===== src/rtl/keyed_wdt_pkg.sv =====
package keyed_wdt_pkg;
  localparam int DATA_W = 32;
  localparam int BE_W   = 4;
  localparam int PS_W   = 5;
  localparam int CS_W   = 2;

  localparam logic [15:0] RESTART_KEY = 16'h5743;
  localparam logic [BE_W-1:0] KEY_LANES = 4'b1100;

  localparam logic [7:0] OFF_CTRL     = 8'h00;
  localparam logic [7:0] OFF_CTRL_SET = 8'h04;
  localparam logic [7:0] OFF_CTRL_CLR = 8'h08;
  localparam logic [7:0] OFF_STAT     = 8'h10;
  localparam logic [7:0] OFF_STAT_CLR = 8'h18;

  localparam int WIN_BIT  = 0;
  localparam int CS_LSB   = 6;
  localparam int PS_LSB   = 8;
  localparam int ON_BIT   = 15;
  localparam int FLAG_BIT = 4;

  localparam logic [DATA_W-1:0] ON_MASK   = 32'h1 << ON_BIT;
  localparam logic [DATA_W-1:0] FLAG_MASK = 32'h1 << FLAG_BIT;

  function automatic logic [DATA_W-1:0] pack_ctrl(input logic on,
                                                  input logic [CS_W-1:0] cs,
                                                  input logic [PS_W-1:0] ps,
                                                  input logic win);
    logic [DATA_W-1:0] w;
    w = '0;
    w[ON_BIT] = on;
    w[CS_LSB +: CS_W] = cs;
    w[PS_LSB +: PS_W] = ps;
    w[WIN_BIT] = win;
    return w;
  endfunction

  function automatic logic [DATA_W-1:0] pack_stat(input logic flag);
    logic [DATA_W-1:0] w;
    w = '0;
    w[FLAG_BIT] = flag;
    return w;
  endfunction
endpackage


===== src/rtl/wdt_counter.sv =====
module wdt_counter
  import keyed_wdt_pkg::*;
#(
  parameter int PRE_W = 5
) (
  input  logic            clk,
  input  logic            rst_n,
  input  logic            on,
  input  logic            restart,
  input  logic [PS_W-1:0] ps,
  output logic            expire,
  output logic            req
);
  localparam int CNT_W = (1 << PS_W) + 1;

  function automatic logic [CNT_W-1:0] terminal_of(input logic [PS_W-1:0] p);
    return CNT_W'(1) << p;
  endfunction

  logic [PRE_W-1:0] pre_q;
  logic [CNT_W-1:0] cnt_q;
  logic [CNT_W-1:0] cnt_inc;
  logic             tick;

  assign tick    = on && (pre_q == '1);
  assign cnt_inc = cnt_q + CNT_W'(1);
  assign expire  = tick && !restart && (cnt_inc == terminal_of(ps));

  always_ff @(posedge clk) begin
    if (!rst_n || !on || restart) begin
      pre_q <= '0;
      cnt_q <= '0;
    end else begin
      pre_q <= pre_q + PRE_W'(1);
      if (tick) cnt_q <= expire ? '0 : cnt_inc;
    end
  end

  always_ff @(posedge clk) begin
    if (!rst_n) req <= 1'b0;
    else        req <= expire;
  end

  assert_req_single_R4: assert property (@(posedge clk) disable iff (!rst_n)
    req |=> !req);

  assert_off_quiet_R8: assert property (@(posedge clk) disable iff (!rst_n)
    !on |=> !req);
endmodule


===== src/rtl/wdt_regfile.sv =====
module wdt_regfile
  import keyed_wdt_pkg::*;
#(
  parameter int ADDR_W = 5
) (
  input  logic              clk,
  input  logic              rst_n,
  input  logic              bus_valid,
  input  logic              bus_write,
  input  logic [ADDR_W-1:0] bus_addr,
  input  logic [BE_W-1:0]   bus_be,
  input  logic [DATA_W-1:0] bus_wdata,
  output logic [DATA_W-1:0] bus_rdata,
  input  logic              cfg_window,
  input  logic [CS_W-1:0]   cfg_clksel,
  input  logic [PS_W-1:0]   cfg_postscale,
  input  logic              expire,
  output logic              on,
  output logic              restart,
  output logic [PS_W-1:0]   ps
);
  logic            win_q;
  logic [CS_W-1:0] cs_q;
  logic [PS_W-1:0] ps_q;
  logic            on_q, on_next, busy_q, flag_q;
  logic            wr, rd, data_on, data_flag;
  logic            hit_ctrl, hit_set, hit_clr, hit_stat, hit_sclr;

  assign hit_ctrl = bus_addr == ADDR_W'(OFF_CTRL);
  assign hit_set  = bus_addr == ADDR_W'(OFF_CTRL_SET);
  assign hit_clr  = bus_addr == ADDR_W'(OFF_CTRL_CLR);
  assign hit_stat = bus_addr == ADDR_W'(OFF_STAT);
  assign hit_sclr = bus_addr == ADDR_W'(OFF_STAT_CLR);

  assign wr        = bus_valid && bus_write && !busy_q;
  assign rd        = bus_valid && !bus_write && !busy_q;
  assign data_on   = |(bus_wdata & ON_MASK);
  assign data_flag = |(bus_wdata & FLAG_MASK);
  assign restart   = wr && hit_ctrl && (bus_be == KEY_LANES)
                     && (bus_wdata[31:16] == RESTART_KEY);

  always_comb begin
    on_next = on_q;
    if (wr && bus_be[1]) begin
      if (hit_ctrl)               on_next = data_on;
      else if (hit_set && data_on) on_next = 1'b1;
      else if (hit_clr && data_on) on_next = 1'b0;
    end
  end

  always_ff @(posedge clk) begin
    if (!rst_n) begin
      win_q <= cfg_window;
      cs_q  <= cfg_clksel;
      ps_q  <= cfg_postscale;
    end
  end

  always_ff @(posedge clk) begin
    if (!rst_n) begin
      on_q   <= 1'b0;
      busy_q <= 1'b0;
      flag_q <= 1'b0;
    end else begin
      on_q   <= on_next;
      busy_q <= on_q && !on_next;
      if (expire) flag_q <= 1'b1;
      else if (wr && hit_sclr && bus_be[0] && data_flag) flag_q <= 1'b0;
    end
  end

  always_comb begin
    bus_rdata = '0;
    if (rd) begin
      if (hit_ctrl || hit_set || hit_clr) bus_rdata = pack_ctrl(on_q, cs_q, ps_q, win_q);
      else if (hit_stat || hit_sclr)      bus_rdata = pack_stat(flag_q);
    end
  end

  assign on = on_q;
  assign ps = ps_q;

  assert_flag_sets_R7: assert property (@(posedge clk) disable iff (!rst_n)
    expire |=> flag_q);

  assert_busy_drop_R9: assert property (@(posedge clk) disable iff (!rst_n)
    (busy_q && bus_valid && bus_write) |=> (on_q == $past(on_q)));

  assert_cfg_hold_R2: assert property (@(posedge clk) disable iff (!rst_n)
    bus_valid |=> $stable({win_q, cs_q, ps_q}));
endmodule


===== src/rtl/keyed_wdt.sv =====
module keyed_wdt
  import keyed_wdt_pkg::*;
#(
  parameter int ADDR_W = 5,
  parameter int PRE_W  = 5
) (
  input  logic              clk,
  input  logic              rst_n,
  input  logic              bus_valid,
  input  logic              bus_write,
  input  logic [ADDR_W-1:0] bus_addr,
  input  logic [BE_W-1:0]   bus_be,
  input  logic [DATA_W-1:0] bus_wdata,
  output logic [DATA_W-1:0] bus_rdata,
  input  logic              cfg_window,
  input  logic [CS_W-1:0]   cfg_clksel,
  input  logic [PS_W-1:0]   cfg_postscale,
  output logic              wdt_reset_req
);
  logic            on_w, restart_w, expire_w;
  logic [PS_W-1:0] ps_w;

  wdt_regfile #(.ADDR_W(ADDR_W)) u_regs (
    .clk(clk), .rst_n(rst_n),
    .bus_valid(bus_valid), .bus_write(bus_write), .bus_addr(bus_addr),
    .bus_be(bus_be), .bus_wdata(bus_wdata), .bus_rdata(bus_rdata),
    .cfg_window(cfg_window), .cfg_clksel(cfg_clksel), .cfg_postscale(cfg_postscale),
    .expire(expire_w), .on(on_w), .restart(restart_w), .ps(ps_w)
  );

  wdt_counter #(.PRE_W(PRE_W)) u_cnt (
    .clk(clk), .rst_n(rst_n), .on(on_w), .restart(restart_w), .ps(ps_w),
    .expire(expire_w), .req(wdt_reset_req)
  );
endmodule


===== config.mk =====
export PLATFORM = sky130hd
export DESIGN_NAME = keyed_wdt
export DESIGN_NICKNAME = d
export VERILOG_FILES = /design/src/rtl/keyed_wdt_pkg.sv /design/src/rtl/wdt_counter.sv /design/src/rtl/wdt_regfile.sv /design/src/rtl/keyed_wdt.sv
export SDC_FILE = /design/constraint.sdc
export NUM_CORES = 1
export LEC_CHECK = 0
export BUFFER_PORTS_ARGS = -buffer_cell sky130_fd_sc_hd__buf_4
export CELL_PAD_IN_SITES_DETAIL_PLACEMENT = 0
export CELL_PAD_IN_SITES_GLOBAL_PLACEMENT = 1
export CORE_ASPECT_RATIO = 0.9
export CORE_MARGIN = 8
export CORE_UTILIZATION = 45
export CTS_BUF_LIST = sky130_fd_sc_hd__clkbuf_8
export CTS_CLUSTER_SIZE = 16
export DETAILED_ROUTE_END_ITERATION = 8
export PLACE_DENSITY = 0.88
export SKIP_LAST_GASP = 1
export SLEW_MARGIN = 20
export SYNTH_ARGS = -nofsm -noshare
export SYNTH_HDL_FRONTEND = slang
export SYNTH_HIERARCHICAL = 1
export SYNTH_SLANG_ARGS = --single-unit

===== constraint.sdc =====
create_clock -name clk -period 8.6 [get_ports clk]
set_input_delay 0.43 -clock clk [delete_from_list [all_inputs] [get_ports clk]]
set_output_delay 0.43 -clock clk [all_outputs]
set_load 0.05 [all_outputs]

== After elaboration in Yosys (flattened, before gate mapping) ==
Cells that the tools add are included.

* $add $sub $neg: 2
* Equality and inequality tests: 8
* Shift-type cells: 1
* Mux-type cells: 10
* Reduce and logical (&&, ||, !) cells: 30

{| class="wikitable"
|+ Operators with widths
! operator !! number
|-
| 32-bit 2-to-1 mux || 2
|-
| 33-bit by 1-bit adder with 33-bit output, second input constant || 1
|-
| 33-bit equality test || 1
|-
| 33-bit 2-to-1 mux || 1
|-
| 1-bit by 5-bit left shift with 33-bit output, first input constant || 1
|-
| 1-bit logical AND || 17
|-
| 16-bit by 15-bit equality test with 1-bit output, second input constant || 1
|-
| 5-bit equality test, second input constant || 3
|-
| 1-bit zero test || 6
|-
| 1-bit 2-to-1 mux || 6
|-
| 5-bit by 1-bit adder with 5-bit output, second input constant || 1
|-
| 5-bit by 3-bit equality test with 1-bit output, second input constant || 1
|-
| 5-bit by 4-bit equality test with 1-bit output, second input constant || 1
|-
| 5-bit zero test || 1
|-
| 1-bit logical OR || 5
|-
| 5-bit 2-to-1 mux || 1
|-
| 4-bit equality test, second input constant || 1
|-
| 2-bit nonzero test || 1
|}

* Register bits after elaboration: 50
* Bits of input ports: 53
* Word-level logic and storage cells: 60

== Longest topological paths before layout ==
* Depth in word-level cells: 9
* Gate-level depth with buffers: 14

== By module ==
Netlist, hierarchy kept.

{| class="wikitable"
|+ Modules (own cells, without submodules)
! module !! instances !! cells each !! area an instance (um^2) !! seq. area each (um^2)
|-
| wdt_counter || 1 || 466 || 3,417.0 || 780.7
|-
| wdt_regfile || 1 || 72 || 748.2 || 300.3
|}

== Worst setup path after synthesis ==
No wires, ideal clock.

* Path type: reg2reg
* Start point: register u_cnt.cnt_q[0]
* End point: register u_cnt.cnt_q[21]
* Setup time: 133 ps
* Arrival time: 2,904 ps
* Required time: 8,467 ps
* Slack: 5,563 ps
* Stages on the path, launching flop included: 14
* Clock period less this slack: 3,037 ps
* Cell sequence: dfxtp_1 ha_1 and4_1 buf_4 nand4_2 and2_1 or4_1 a32oi_1 nand3b_1 or4_1 buf_2 buf_6 o211ai_2 a31oi_1

* Cells in the longest elaborated chain, start to end: 4

{| class="wikitable"
|+ Ends and longest elaborated chain
! element !! line !! RTL
|-
| from (decl) || wdt_counter.sv:21 || <nowiki>logic [CNT_W-1:0] cnt_q;</nowiki>
|-
| from (signal assigned) || wdt_counter.sv:35 || <nowiki>if (tick) cnt_q <= expire ? '0 : cnt_inc;</nowiki>
|-
| 33-bit by 1-bit adder with 33-bit output (*) || wdt_counter.sv:26 || <nowiki>assign cnt_inc = cnt_q + CNT_W'(1);</nowiki>
|-
| 33-bit equality test || wdt_counter.sv:27 || <nowiki>assign expire = tick && !restart && (cnt_inc == terminal_of(ps));</nowiki>
|-
| 1-bit logical AND || wdt_counter.sv:27 ||
|-
| 33-bit 2-to-1 mux (*) || wdt_counter.sv:35 ||
|}

Mark *: on every way between the ends. The rest lies on a longest branch, timed or not.
A chain may end at the register's enable or synchronous reset.

== Worst setup path in the final report ==
* Start point: register u_cnt.cnt_q[0]
* End point: register u_cnt.cnt_q[22]

Same word-level chain as after synthesis.

==> flow_summary.json <==
{
  "finalPower_mw": 0.475,
  "grt_max_degree": 43,
  "grt_usage_pct": 17.5,
  "io_buffer_count": 49,
  "drv_cap": 0,
  "drt_iter0_drc": 349,
  "grt_pass1_wl_mm": 18.2,
  "fmax_ghz": 0.251,
  "syn_area_um2": 4170,
  "nFillCells": 903,
  "cts_root_buffer": "clkbuf_8",
  "fin_util_pct": 49.9,
  "synth_simple_gate_area_share_pct": 38.5,
  "clkSlewWorstSetupHoldPaths_ps": 110,
  "ys_types": 70,
  "worst-path-max-fanout": 27,
  "ir_drop_mv": 0.0573,
  "hpwl_mm": 8.70,
  "finalMaxSlewViolations": 0,
  "wl_mm": 11.3,
  "async_flop_share_pct": 0,
  "use_met1_pct": 22.6,
  "routedWlPerCell_um": 16.7,
  "tns_ps": 0,
  "die-area_um2": 12600,
  "area_growth_pct": 8.38,
  "rows": 33,
  "crit_required_ps": 8750,
  "synth_top_family_by_area": "simple AND/OR/NAND/NOR gates",
  "cts.sinks": 50,
  "place_congestion": 0.904,
  "r2r_setup_slack_ps": 4610,
  "busiest_layer": "met2",
  "hold_viol_final": 0,
  "firstDrtPassIters": 4,
  "finalSetupViolCount": 0,
  "start_util_pct": 46.1,
  "clkLatencyLatePin_ps": 320,
  "synth_xor_area_share_pct": 12.8,
  "synthAdderAreaFrac_pct": 0.901,
  "synth_compound_area_share_pct": 11.9,
  "use_met2_pct": 29.3,
  "num_io_pins": 86,
  "cts_made_buffers": 5,
  "synthFlopType": "dfxtp_1",
  "antenna_cells": 0,
  "ctsLongestPathBuffers": 2,
  "finalClockSkew_ps": 15.0,
  "ys_seq_area_share_pct": 26.0,
  "start_kind": "flip-flop",
  "die_w_um": 117,
  "synth_cells": 538,
  "worst_pin_slew_ps": 934,
  "drive_gt1_share_pct": 14.0,
  "status": "complete, no violations",
  "nets": 614,
  "finalInstanceArea_um2": 4510,
  "hold_buffers": 0,
  "ys_ff_latch": 50,
  "slew_headroom_pct": 37.6,
  "grt_pass1_vias": 3662,
  "grtUsageMet3_pct": 2.88,
  "dp_slack_ps": 4680,
  "setup_ws_ps": 4610,
  "worstPathArrival_ps": 4140,
  "grt_antenna_before_repair": 0,
  "hold_path_class": "input port to flip-flop",
  "die_h_um": 107,
  "antenna_left": 0,
  "synth-edff-count": 8,
  "crit_path_end_kind": "flip-flop",
  "core_um2": 9040,
  "viasPerCell": 5.76,
  "cts_tree": "built",
  "syn_area_per_cell_um2": 7.74,
  "drcViolationCount": 0,
  "synth_warnings": 6,
  "placed_area_um2": 4420,
  "worstSetupPathType": "flip-flop to flip-flop",
  "period_needed_ps": 3990,
  "postCtsSetupBuffers": 0,
  "muxShareOfSynthArea_pct": 0.240,
  "leakagePower_nw": 1.57,
  "p_per_area_nw_per_um2": 105,
  "fin_crit_sh_pct": 46.3,
  "cts_resized": 0,
  "num_vias": 3925,
  "ctsHtreeMaxLevel": 2,
  "rsz0062_at_grt": "false",
  "grt_remaining_overflow": 0
}
-- per-stage QoR --
step | instances | hold slack [ps]
floorplan | 559 | 418
global placement | 673 | 429
detailed placement | 673 | 457
CTS | 681 | 273
global route | 681 | 268
finish | 681 | 279
-- power by group --
group / internal (mW) / total [mW] / switching, mW
Sequential: 0.241 / 0.250 / 0.00905
Clock: 0.0665 / 0.154 / 0.0879
Combinational: 0.0251 / 0.0705 / 0.0454
-- cell usage after synthesis (7+ instances only) --
cell type	number	area, µm²
buf_4	26	195
o21ai_0	9	45.0
and2_1	20	125
nand2_1	59	221
edfxtp_1	8	240
a21oi_1	17	85.1
clkbuf_1	19	71.3
xor2_1	16	140
nor4_1	11	68.8
buf_2	9	45.0
nor2_1	50	188
dfxtp_1	42	841
or3_1	10	62.6
and4_1	7	61.3
nand4_1	12	75.1
and3_1	15	93.8
nand3_1	34	170
nor3_1	25	125
xnor2_1	32	280
a31oi_1	13	81.3
-- cells by family after synthesis --
family / count (synthesis)
compound gates: 72
xor+xnor: 53
fa+ha+maj: 3
buf+inv: 67
flops: 50
mux: 1
other cells: 1
simple gates: 291
-- metal layers --
metal,routed length (µm),vias to the layer above
li1,-,1904
met1,5110,1879
met2,5360,123
met3,669,19
met4,210,0
met5,0,-
-- worst paths after layout --
path,startpoint,to,depth (start not counted)
worst max-delay path,u_cnt/cnt_q[0],u_cnt/cnt_q[22],11
worst min-delay path,cfg_postscale[4],u_regs/ps[4],1
worst max register to register,u_cnt/cnt_q[0],u_cnt/cnt_q[22],11
worst min register to register,u_cnt/pre_q[0],u_cnt/pre_q[0],1
-- sequential cells by signal, summed over array words and instances, names as in the netlist --
name / count
u_regs/busy_q: 1
u_regs/win_q: 1
u_regs/ps: 5
u_cnt/req: 1
u_cnt/cnt_q: 33
u_cnt/pre_q: 5
u_regs/on: 1
u_regs/cs_q: 2
u_regs/flag_q: 1
-- layout by cell type, fill, tap and decap left out, drive strengths merged, types with 11 or more instances in the layout --
master,n
dfxtp,42
o21ai,15
a21oi,17
nand2,59
nor2,50
and2,20
xnor2,32
xor2,16
nor3,25
nand3,35
or3,12
a31oi,13
nand4,14
nor4,11
buf,52
and3,15
conb,22
-- critical path, stage by stage (launching register included) --
cell and delay, ps:
dfxtp_1 450, ha_1 290, and4_1 420, and2_1 330
nand4_2 280, or3_1 420, o21ai_0 250, o2111ai_1 180
or4_1 660, buf_4 310, nand3_1 110, a31oi_1 90
-- layout make-up --
cell class,instances,area (µm²),share of cell area (%)
clock buffers,6,82.6,1.83
clock inverters,2,16.3,0.360
inverters,7,26.3,0.582
multi-input cells,442,2770,61.3
flip-flops and latches,50,1080,23.9
well taps,122,153,3.38
repair buffers,52,390,8.65
No activity file was read; power rests on OpenSTA's default activity.
